$ cat src/rtl/spi_duplex_pkg.sv
package spi_duplex_pkg;

  // strobes issued by the control unit to the shift datapath
  typedef struct packed {
    logic load;    // take a new transmit byte
    logic sample;  // shift in one received bit
    logic setup;   // present the next transmit bit
    logic finish;  // byte complete, capture receive buffer
  } xferStb_t;

  localparam logic [1:0] ADDR_CTRL = 2'd0;
  localparam logic [1:0] ADDR_STAT = 2'd1;
  localparam logic [1:0] ADDR_DATA = 2'd2;

  // width of the half-period divider (half-period up to 64 cycles)
  localparam int DIV_W = 7;

  // log2 of the SCK half-period in clk cycles
  function automatic logic [2:0] halfExp(input logic dbl, input logic [1:0] rate);
    logic [2:0] base;
    case (rate)
      2'd0:    base = 3'd1;
      2'd1:    base = 3'd3;
      2'd2:    base = 3'd5;
      default: base = 3'd6;
    endcase
    return base - {2'b00, dbl};
  endfunction

endpackage

$ cat src/rtl/spi_duplex_ctrl.sv
module spi_duplex_ctrl
  import spi_duplex_pkg::*;
#(
  parameter int DATA_W      = 8,
  parameter int SYNC_STAGES = 2
) (
  input  logic              clk,
  input  logic              rstN,
  input  logic [1:0]        regAddr,
  input  logic              regWr,
  input  logic              regRd,
  input  logic [6:0]        cfgWdata,
  output logic [DATA_W-1:0] regRdata,
  input  logic [DATA_W-1:0] rxBuf,
  input  logic              irqAck,
  output logic              irq,
  input  logic              sckIn,
  input  logic              mosiIn,
  input  logic              misoIn,
  input  logic              ssN,
  output logic              sckOut,
  output logic              sckOe,
  output logic              mosiOe,
  output logic              misoOe,
  output logic              serIn,
  output logic              lsbFirst,
  output xferStb_t          stb
);

  localparam int EDGES     = 2 * DATA_W;
  localparam int EDGE_W    = $clog2(EDGES);
  localparam int LAST_EDGE = EDGES - 1;

  // configuration
  logic       cpha, cpol, master, irqEn, dbl;
  logic [1:0] rate;

  // input synchronizers
  logic [SYNC_STAGES-1:0] sckSh, mosiSh, ssSh;
  logic sckSync, mosiSync, ssSync;

  // transfer state
  logic              mBusy, sckLvl, prevLvl;
  logic [DIV_W-1:0]  divCnt, halfM1;
  logic [EDGE_W-1:0] edgeCnt;

  // flags
  logic doneFlag, doneArm, collFlag, collArm;

  // decoded accesses and events
  logic wrCtrl, wrStat, wrData, rdStat, rdData, dataAcc;
  logic xferActive, startXfer, faultEv, finishEv;
  logic mTick, sTick, tick, lastEdge, sampleEdge, slvLvl;

  always_ff @(posedge clk or negedge rstN) begin
    if (!rstN) begin
      sckSh  <= '0;
      mosiSh <= '0;
      ssSh   <= '1;
    end else begin
      sckSh  <= {sckSh[SYNC_STAGES-2:0], sckIn};
      mosiSh <= {mosiSh[SYNC_STAGES-2:0], mosiIn};
      ssSh   <= {ssSh[SYNC_STAGES-2:0], ssN};
    end
  end

  assign sckSync  = sckSh[SYNC_STAGES-1];
  assign mosiSync = mosiSh[SYNC_STAGES-1];
  assign ssSync   = ssSh[SYNC_STAGES-1];

  always_comb begin
    wrCtrl  = regWr && (regAddr == ADDR_CTRL);
    wrStat  = regWr && (regAddr == ADDR_STAT);
    wrData  = regWr && (regAddr == ADDR_DATA);
    rdStat  = regRd && (regAddr == ADDR_STAT);
    rdData  = regRd && (regAddr == ADDR_DATA);
    dataAcc = wrData || rdData;

    xferActive = master ? mBusy : !ssSync;
    startXfer  = wrData && master && !mBusy;
    faultEv    = master && !ssSync;

    halfM1   = DIV_W'((32'd1 << halfExp(dbl, rate)) - 32'd1);
    slvLvl   = sckSync ^ cpol;
    mTick    = master && mBusy && (divCnt == halfM1);
    sTick    = !master && !ssSync && (slvLvl != prevLvl);
    tick     = mTick || sTick;
    lastEdge = (edgeCnt == EDGE_W'(LAST_EDGE));
    // even edge count = leading edge; phase bit swaps sample and setup
    sampleEdge = (!edgeCnt[0]) ^ cpha;
    finishEv   = tick && lastEdge;

    stb.load   = wrData && !xferActive;
    stb.sample = tick && sampleEdge;
    stb.setup  = tick && !sampleEdge;
    stb.finish = finishEv;
  end

  // configuration registers
  always_ff @(posedge clk or negedge rstN) begin
    if (!rstN) begin
      cpha <= 1'b0; cpol <= 1'b0; master <= 1'b0; lsbFirst <= 1'b0;
      irqEn <= 1'b0; rate <= 2'd0; dbl <= 1'b0;
    end else begin
      if (wrCtrl) begin
        cpha     <= cfgWdata[0];
        cpol     <= cfgWdata[1];
        lsbFirst <= cfgWdata[3];
        irqEn    <= cfgWdata[4];
        rate     <= cfgWdata[6:5];
      end
      if (faultEv)     master <= 1'b0;
      else if (wrCtrl) master <= cfgWdata[2];
      if (wrStat) dbl <= cfgWdata[2];
    end
  end

  // master clock generation
  always_ff @(posedge clk or negedge rstN) begin
    if (!rstN) begin
      mBusy  <= 1'b0;
      sckLvl <= 1'b0;
      divCnt <= '0;
    end else if (faultEv || !master) begin
      mBusy  <= 1'b0;
      sckLvl <= 1'b0;
      divCnt <= '0;
    end else if (startXfer) begin
      mBusy  <= 1'b1;
      sckLvl <= 1'b0;
      divCnt <= '0;
    end else if (mBusy) begin
      if (divCnt == halfM1) begin
        divCnt <= '0;
        sckLvl <= ~sckLvl;
        if (lastEdge) mBusy <= 1'b0;
      end else begin
        divCnt <= divCnt + 1'b1;
      end
    end
  end

  // edge counter shared by both roles
  always_ff @(posedge clk or negedge rstN) begin
    if (!rstN) begin
      edgeCnt <= '0;
      prevLvl <= 1'b0;
    end else begin
      prevLvl <= slvLvl;
      if (startXfer || faultEv || (!master && ssSync)) edgeCnt <= '0;
      else if (tick) edgeCnt <= lastEdge ? '0 : edgeCnt + 1'b1;
    end
  end

  // status flags with read-status-then-data clearing
  always_ff @(posedge clk or negedge rstN) begin
    if (!rstN) begin
      doneFlag <= 1'b0; doneArm <= 1'b0;
      collFlag <= 1'b0; collArm <= 1'b0;
    end else begin
      if (finishEv || faultEv)                  doneFlag <= 1'b1;
      else if (irqAck || (dataAcc && doneArm))  doneFlag <= 1'b0;

      if (rdStat && doneFlag)       doneArm <= 1'b1;
      else if (dataAcc || irqAck)   doneArm <= 1'b0;

      if (wrData && xferActive)     collFlag <= 1'b1;
      else if (dataAcc && collArm)  collFlag <= 1'b0;

      if (rdStat && collFlag)       collArm <= 1'b1;
      else if (dataAcc)             collArm <= 1'b0;
    end
  end

  always_comb begin
    case (regAddr)
      ADDR_CTRL: regRdata = DATA_W'({1'b0, rate, irqEn, lsbFirst, master, cpol, cpha});
      ADDR_STAT: regRdata = DATA_W'({5'b0, dbl, collFlag, doneFlag});
      ADDR_DATA: regRdata = rxBuf;
      default:   regRdata = '0;
    endcase
  end

  assign irq    = doneFlag && irqEn;
  assign sckOut = cpol ^ sckLvl;
  assign sckOe  = master;
  assign mosiOe = master;
  assign misoOe = !master && !ssN;
  assign serIn  = master ? misoIn : mosiSync;


  sck_idle_chk: assert property (@(posedge clk) disable iff (!rstN)
    !mBusy |-> (sckLvl == 1'b0));


  done_cause_chk: assert property (@(posedge clk) disable iff (!rstN)
    $rose(doneFlag) |-> $past(finishEv || faultEv));


  coll_set_chk: assert property (@(posedge clk) disable iff (!rstN)
    (wrData && xferActive) |=> collFlag);


  ack_clear_chk: assert property (@(posedge clk) disable iff (!rstN)
    (irqAck && !finishEv && !faultEv) |=> !doneFlag);


  fault_demote_chk: assert property (@(posedge clk) disable iff (!rstN)
    faultEv |=> (!master && !mBusy));


  slave_cnt_chk: assert property (@(posedge clk) disable iff (!rstN)
    (!master && ssSync) |=> (edgeCnt == '0));

endmodule

$ cat src/rtl/spi_duplex_datapath.sv
module spi_duplex_datapath
  import spi_duplex_pkg::*;
#(
  parameter int DATA_W = 8
) (
  input  logic              clk,
  input  logic              rstN,
  input  xferStb_t          stb,
  input  logic              serIn,
  input  logic              lsbFirst,
  input  logic [DATA_W-1:0] txByte,
  output logic              serOut,
  output logic [DATA_W-1:0] rxBuf
);

  logic [DATA_W-1:0] shiftReg, shifted;

  always_comb begin
    if (lsbFirst) shifted = {serIn, shiftReg[DATA_W-1:1]};
    else          shifted = {shiftReg[DATA_W-2:0], serIn};
  end

  always_ff @(posedge clk or negedge rstN) begin
    if (!rstN) begin
      shiftReg <= '0;
      serOut   <= 1'b0;
      rxBuf    <= '0;
    end else begin
      if (stb.load) begin
        shiftReg <= txByte;
        serOut   <= lsbFirst ? txByte[0] : txByte[DATA_W-1];
      end else begin
        if (stb.sample) shiftReg <= shifted;
        if (stb.setup)  serOut   <= lsbFirst ? shiftReg[0] : shiftReg[DATA_W-1];
      end
      if (stb.finish) rxBuf <= stb.sample ? shifted : shiftReg;
    end
  end


  strobe_excl_chk: assert property (@(posedge clk) disable iff (!rstN)
    $onehot0({stb.load, stb.sample, stb.setup}));


  rx_hold_chk: assert property (@(posedge clk) disable iff (!rstN)
    !stb.finish |=> $stable(rxBuf));

endmodule

$ cat src/rtl/spi_duplex_unit.sv
module spi_duplex_unit
  import spi_duplex_pkg::*;
#(
  parameter int DATA_W      = 8,
  parameter int SYNC_STAGES = 2
) (
  input  logic              clk,
  input  logic              rstN,
  input  logic [1:0]        regAddr,
  input  logic              regWr,
  input  logic              regRd,
  input  logic [DATA_W-1:0] regWdata,
  output logic [DATA_W-1:0] regRdata,
  input  logic              irqAck,
  output logic              irq,
  input  logic              sckIn,
  output logic              sckOut,
  output logic              sckOe,
  input  logic              mosiIn,
  output logic              mosiOut,
  output logic              mosiOe,
  input  logic              misoIn,
  output logic              misoOut,
  output logic              misoOe,
  input  logic              ssN
);

  xferStb_t          stb;
  logic              serIn, serOut, lsbFirst;
  logic [DATA_W-1:0] rxBuf;

  spi_duplex_ctrl #(.DATA_W(DATA_W), .SYNC_STAGES(SYNC_STAGES)) u_ctrl (
    .clk      (clk),
    .rstN     (rstN),
    .regAddr  (regAddr),
    .regWr    (regWr),
    .regRd    (regRd),
    .cfgWdata (regWdata[6:0]),
    .regRdata (regRdata),
    .rxBuf    (rxBuf),
    .irqAck   (irqAck),
    .irq      (irq),
    .sckIn    (sckIn),
    .mosiIn   (mosiIn),
    .misoIn   (misoIn),
    .ssN      (ssN),
    .sckOut   (sckOut),
    .sckOe    (sckOe),
    .mosiOe   (mosiOe),
    .misoOe   (misoOe),
    .serIn    (serIn),
    .lsbFirst (lsbFirst),
    .stb      (stb)
  );

  spi_duplex_datapath #(.DATA_W(DATA_W)) u_dp (
    .clk      (clk),
    .rstN     (rstN),
    .stb      (stb),
    .serIn    (serIn),
    .lsbFirst (lsbFirst),
    .txByte   (regWdata),
    .serOut   (serOut),
    .rxBuf    (rxBuf)
  );

  assign mosiOut = serOut;
  assign misoOut = serOut;

endmodule

$ cat config.mk
export PLATFORM = sky130hd
export DESIGN_NAME = spi_duplex_unit
export DESIGN_NICKNAME = d
export VERILOG_FILES = /design/src/rtl/spi_duplex_pkg.sv /design/src/rtl/spi_duplex_ctrl.sv /design/src/rtl/spi_duplex_datapath.sv /design/src/rtl/spi_duplex_unit.sv
export SDC_FILE = /design/constraint.sdc
export NUM_CORES = 1
export LEC_CHECK = 0
export BUFFER_PORTS_ARGS = -buffer_cell sky130_fd_sc_hd__buf_2
export CORE_MARGIN = 3
export CORE_UTILIZATION = 30
export CTS_CLUSTER_DIAMETER = 100
export CTS_CLUSTER_SIZE = 25
export DETAILED_ROUTE_END_ITERATION = 16
export PLACE_DENSITY = 0.49
export SKIP_LAST_GASP = 1
export SLEW_MARGIN = 20
export SYNTH_ARGS = -nofsm -noshare
export SYNTH_HDL_FRONTEND = slang
export SYNTH_SLANG_ARGS = --single-unit
$ cat constraint.sdc
create_clock -name clk -period 2.7 [get_ports clk]
set_clock_uncertainty 0.1 [all_clocks]
set_input_delay 0.27 -clock clk [delete_from_list [all_inputs] [get_ports clk]]
set_output_delay 0.27 -clock clk [all_outputs]
set_load 0.1 [all_outputs]
### Word level (Yosys, flattened, before mapping)

Index checks and enable logic that the tools add are counted.

| cells by class | value |
|---|---|
| $add $sub $neg | 4 |
| equality and inequality tests | 7 |
| reduce and logical (&&, ||, !) cells | 51 |
| mux-type cells | 37 |
| bitwise operators | 4 |
| shifts and indexed selects | 1 |

Operators with widths:

| operator | count |
|---|---|
| $mux W7 | 4 |
| $mux W1 | 25 |
| $logic_and A1 B1 Y1 | 24 |
| $mux W8 | 3 |
| $pmux W8 S3 | 1 |
| $reduce_bool A2 Y1 | 7 |
| $mux W4 | 3 |
| $pmux W3 S3 | 1 |
| $logic_or A1 B1 Y1 | 8 |
| $add A7 B1 Y7 const B | 1 |
| $eq A7 B7 Y1 | 1 |
| $logic_not A1 Y1 | 7 |
| $shl A1 B3 Y7 const A | 1 |
| $sub A7 B1 Y7 const B | 1 |
| $reduce_bool A3 Y1 | 2 |
| $add A4 B1 Y4 const B | 1 |
| $eq A2 B1 Y1 const B | 2 |
| $eq A2 B2 Y1 const B | 2 |
| $eq A4 B4 Y1 const B | 1 |
| $logic_not A2 Y1 | 2 |
| $sub A3 B1 Y3 | 1 |
| $xor A1 B1 Y1 | 3 |
| $reduce_and A2 Y1 | 1 |
| $ne A1 B1 Y1 | 1 |
| $not A1 Y1 | 1 |

| word-level totals | value |
|---|---|
| register bits | 49 |
| word-level logic and storage cells | 126 |
| input bits | 19 |
| output and inout port bits | 15 |

### Logic depth before layout (Yosys ltp)

| depth | value |
|---|---|
| depth after elaboration | 11 |
| mapped depth | 12 |

### Modules after synthesis

Synthesis repeated with hierarchy kept, for this count alone.

| unflattened totals | value |
|---|---|
| cell total of the unflattened synthesis | 278 |
| area total of the unflattened synthesis | 2861.5 sq um |

Modules (own cells, without submodules):

| module | seq. area each (sq um) | area each (sq um) | instances | cells an instance |
|---|---|---|---|---|
| spi_duplex_ctrl | 803.3 | 2021.9 | 1 | 209 |
| spi_duplex_datapath | 425.4 | 832.0 | 1 | 68 |
| spi_duplex_unit | 0.0 | 7.5 | 1 | 1 |

### Worst setup path before layout

OpenSTA, ideal clock, no wires.

| timing | value |
|---|---|
| path kind | register to output |
| start | register u_ctrl.master, in the netlist u_ctrl.mosiOe |
| end | output regRdata[2] |
| cell stages (with the launch flop) | 4 |
| setup slack | -1258 ps |
| required time | 2330 ps |
| arrival time | 3588 ps |
| cells stage by stage | dfrtp_1 -> clkbuf_1 -> mux2i_1 -> o21ai_0 |

| on the way | value |
|---|---|
| longest elaborated chain between the ends | 1 |

RTL lines:

| what | line | text |
|---|---|---|
| from (decl) | spi_duplex_ctrl.sv:35 | `logic cpha, cpol, master, irqEn, dbl;` |
| from (signal assigned) | spi_duplex_ctrl.sv:113 | `else if (wrCtrl) master <= cfgWdata[2];` |
| $pmux W8 S3 | spi_duplex_ctrl.sv:176 | `case (regAddr)` |
| to (decl) | spi_duplex_unit.sv:13 | `output logic [DATA_W-1:0] regRdata,` |

Every way passes these cells.

### Worst setup path in the final report

| timing | value |
|---|---|
| start | register u_ctrl.rate[0] |
| end | register u_dp.shiftReg[2] |

| on the way | value |
|---|---|
| longest elaborated chain between the ends | 11 |
| elaborated cells on any way between the ends | 13 |
| classes of those cells | add/sub (2); eq/ne (3); shift (1); mux (3); reduce/logical (4) |

RTL lines:

| what | line | text |
|---|---|---|
| from (decl) | spi_duplex_ctrl.sv:36 | `logic [1:0] rate;` |
| from (signal assigned) | spi_duplex_ctrl.sv:110 | `rate <= cfgWdata[6:5];` |
| $eq A2 B2 Y1 (tied with other cells) | spi_duplex_pkg.sv:21 | `case (rate)` |
| $pmux W3 S3 (*) | spi_duplex_pkg.sv:21 |  |
| $sub A3 B1 Y3 (*) | spi_duplex_pkg.sv:27 | `return base - {2'b00, dbl};` |
| $shl A1 B3 Y7 (*) | spi_duplex_ctrl.sv:83 | `halfM1 = DIV_W'((32'd1 << halfExp(dbl, rate)) - 32'd1);` |
| $sub A7 B1 Y7 (*) | spi_duplex_ctrl.sv:83 |  |
| $eq A7 B7 Y1 (*) | spi_duplex_ctrl.sv:85 | `mTick = master && mBusy && (divCnt == halfM1);` |
| $logic_and A1 B1 Y1 (*) | spi_duplex_ctrl.sv:85 |  |
| $logic_or A1 B1 Y1 (*) | spi_duplex_ctrl.sv:87 | `tick = mTick \|\| sTick;` |
| $logic_and A1 B1 Y1 (*) | spi_duplex_ctrl.sv:94 | `stb.sample = tick && sampleEdge;` |
| $mux W8 (*) (2 in series) | - |  |
| to (signal assigned) | spi_duplex_datapath.sv:30 | `shiftReg <= txByte;` |
| to (signal assigned) | spi_duplex_datapath.sv:33 | `if (stb.sample) shiftReg <= shifted;` |
| to (decl) | spi_duplex_datapath.sv:16 | `logic [DATA_W-1:0] shiftReg, shifted;` |

Mark *: on every way between the ends. The rest lies on a longest branch, timed or not.
A chain may end at the register's enable or synchronous reset.

==> metrics <==
TNS Setup -95.4 ps; Tot Pwr 0.00301 W; final RePlAce weighted congestion 0.789; worst path arrival time about 2800 ps; CTS buffer count 5; P&R area growth vs syn 35.5%; Slew Viols, Final 0; Placement Cell Area about 0.0033 mm2; Data required, critical path between 2000 and 3000 ps; worst-path fanout max 6; Initial DRC Count 65; leakage power between 1.5 and 2 nW; total grt overflow 0; Max Freq between 0.3 and 0.4 GHz; chip height slightly above 100 um; fill count 878; Clock Path Buffers 2; first-pass iteration count of the detailed router 4; # IOs 34; Max Cap Viol 0; pwr dens 791 mW/mm2; number of routed nets with antenna violations 0; worst slew pin tran 935 ps; initial antenna violation count 0; violated checks setup timing; number of port buffers 33; first-pass GRT wire length ~12 mm; Routed Wire Length about 7.8 mm; Hold Slack about 100 ps; TritonCTS clock tree built; RSZ-0062 raised after global routing yes; Tcrit/Tclk final 1.01; Die X around 100 um; Post-Syn Area ~0.0028 mm2; largest net degree at the start of global routing 25; Worst R2R Start u_ctrl.rate[0]; Finished Cell Area between 0.003 and 0.004 mm2; Rel. slew slack 0.377; Core ar. a little under 0.009 mm2; hold_sp regWdata[3]; max incr delay on CP 520 ps; Residual DRC 0; Post-Layout Cell Count approximately 460; Post-synth ARST share 1.00; # rows 34; Final nets around 380; Post-DP HPWL 5.31 mm; die area between 0.01 and 0.015 mm2; CP cell instances buf_6 > or4_4 > o22ai_4 > a31oi_4 > nor4_4 > buf_4 > a31oi_4 > buf_6 > o21ba_1 > o31ai_1; mean post-synth cell area 9.83 um2; CP startpoint kind register; status finished with violations; Worst VDD drop slightly above 0.8 mV; WS Path Type register to register; Syn Inst Count 286; Tmin final 2730 ps; Worst Setup End Kind register; H-tree levels 2; Worst-path clk slew ~100 ps; Critical Path Source u_ctrl.rate[0]; R2R setup slack -30 ps; Initial Util 0.316; Tot GR Track Use 0.148; Final Hold Fails 0; Clock Latency Late Sink roughly 310 ps; Synth cell types 55; clock root buffer master clkbuf_8; diode count 0; CP max-delay cell or4_4; vias per cell slightly above 5; Post-synth EDFFs 0; Yosys warning count 0; via count roughly 2.4k; HP Class primary input to register; layout cells sized above 1 0.375; synthesis-stage register bit count between 40 and 50; setup ws final -25.5 ps; Final setup viols 8; DP Cell Count around 440; register area share after synthesis 0.437; WL/cell 16.9 um; vias in the first global route roughly 2.2k; CTS sink count 49; Mapped Nets ~310; Primary FF master, synth dfrtp_1
cells by family (layout without fill, tap and decap cells):
logic type / Yosys count / after routing / share of synthesized area
compound gates: 78 / 79 / 0.205
xor+xnor: 11 / 11 / 0.0343
fa+ha+maj: 3 / 3 / 0.0134
buf+inv: 24 / 92 / 0.0418
flops: 49 / 49 / 0.437
mux: 21 / 21 / 0.0828
simple gates: 100 / 100 / 0.186
metal layers:
metal / routed length (um) / GRT usage / vias up / share of wire
li1: - / - / 1166 / -
met1: 3800 / 0.215 / 1196 / 0.49
met2: 3810 / 0.233 / 20 / 0.49
met3: 156 / 0.0244 / 5 / 0.020
met4: 55 / 0.0319 / 0 / 0.0070
met5: 0 / 0 / - / 0
through the flow:
stage | setup WS (ps) | util
floorplan | -68.9 | -
global placement | -23.0 | 0.367
detailed placement | -29.3 | 0.367
CTS | -9.30 | 0.388
global route | -122 | 0.428
finish | -25.5 | 0.428
placed cells by master, fill, tap and decap left out, drive strengths merged, types with 3 or more instances in the layout:
master       netlist  layout
a211oi             3       3
xor2               7       7
nand2             26      26
dfrtp             47      47
and2               5       5
inv                8       8
o21ba              6       6
or3                6       6
o211ai             3       3
a31oi              5       6
o21ai             21      21
dlygate4sd3        0       4
ha                 3       3
nor2b             14      14
buf                9      72
mux2i             12      12
a2111oi            6       6
a21oi              7       7
nor2              25      25
mux2               8       8
o31ai             12      12
nand3              4       4
o311ai             3       3
clkbuf             7       6
xnor2              4       4
nand2b             6       6
state kept, by name, summed over array words and instances, names as in the netlist, 2 cells and up:
signal / count
u_ctrl.divCnt: 7
u_ctrl.edgeCnt: 4
u_dp.shiftReg: 8
u_ctrl.mosiSh: 2
u_ctrl.rate: 2
u_dp.rxBuf: 8
u_ctrl.ssSh: 2
u_ctrl.sckSh: 2
area by class of cell:
class	instances	area, um2	share of cell area
clock inverters	2	35.0	0.00920
flip-flops and latches	49	1230	0.323
inverters	8	30.0	0.00788
repair buffers	76	526	0.138
well taps	108	135	0.0355
multi-input cells	214	1780	0.468
clock buffers	6	72.6	0.0191
timing repair:
| action | CTS | global route |
|---|---|---|
| hold buffers | 4 | 0 |
| endpoints found under the hold margin | 23 | 0 |
| endpoints found under the setup margin | 15 | 22 |
| cloned | 1 | 1 |
| pin swaps | 1 | 23 |
| resized for setup | 2 | 48 |
| setup buffers | 2 | 13 |
critical path, delay by kind of cell (launching register included):
kind | cells | cell delay [ps]
compound gates | 5 | 720
simple gates | 2 | 910
buf+inv | 3 | 500
flops | 1 | 400
final timing paths:
check,endpoint,cells after the start
max in group asynchronous,u_dp.rxBuf[3],3
worst max-delay path,u_dp.shiftReg[2],10
min in group asynchronous,u_ctrl.prevLvl,2
worst min register to register,u_ctrl.sckSh[1],0
worst max register to register,u_dp.shiftReg[2],10
worst min-delay path,u_dp.shiftReg[3],3
cell usage after synthesis, drive strengths merged (2+ instances only):
master   count  share of area
dfrtp       47           0.42
nand2       26          0.035
nor2        25          0.033
o21ai       21          0.037
nor2b       14          0.031
mux2i       12          0.043
o31ai       12          0.032
buf          9          0.021
inv          8          0.011
mux2         8          0.032
a21oi        7          0.012
clkbuf       7         0.0098
xor2         7          0.022
a2111oi      6          0.025
nand2b       6          0.016
o21ba        6          0.021
or3          6          0.013
a31oi        5          0.016
and2         5          0.011
nand3        4         0.0071
xnor2        4          0.012
a211oi       3         0.0080
ha           3          0.013
o211ai       3         0.0080
o311ai       3         0.0093
a2bb2oi      2         0.0062
and3         2         0.0044
dfstp        2          0.019
nand4        2         0.0044
nor3         2         0.0036
nor3b        2         0.0053
o22ai        2         0.0044
report_power, final:
part           switching, W  total, W  leakage, nW  internal, W
registers          0.000189   0.00106        0.618     0.000867
clock network      0.000255  0.000531       0.0552     0.000276
logic              0.000863   0.00143        0.933     0.000564
(Power assumes the default switching activity.)
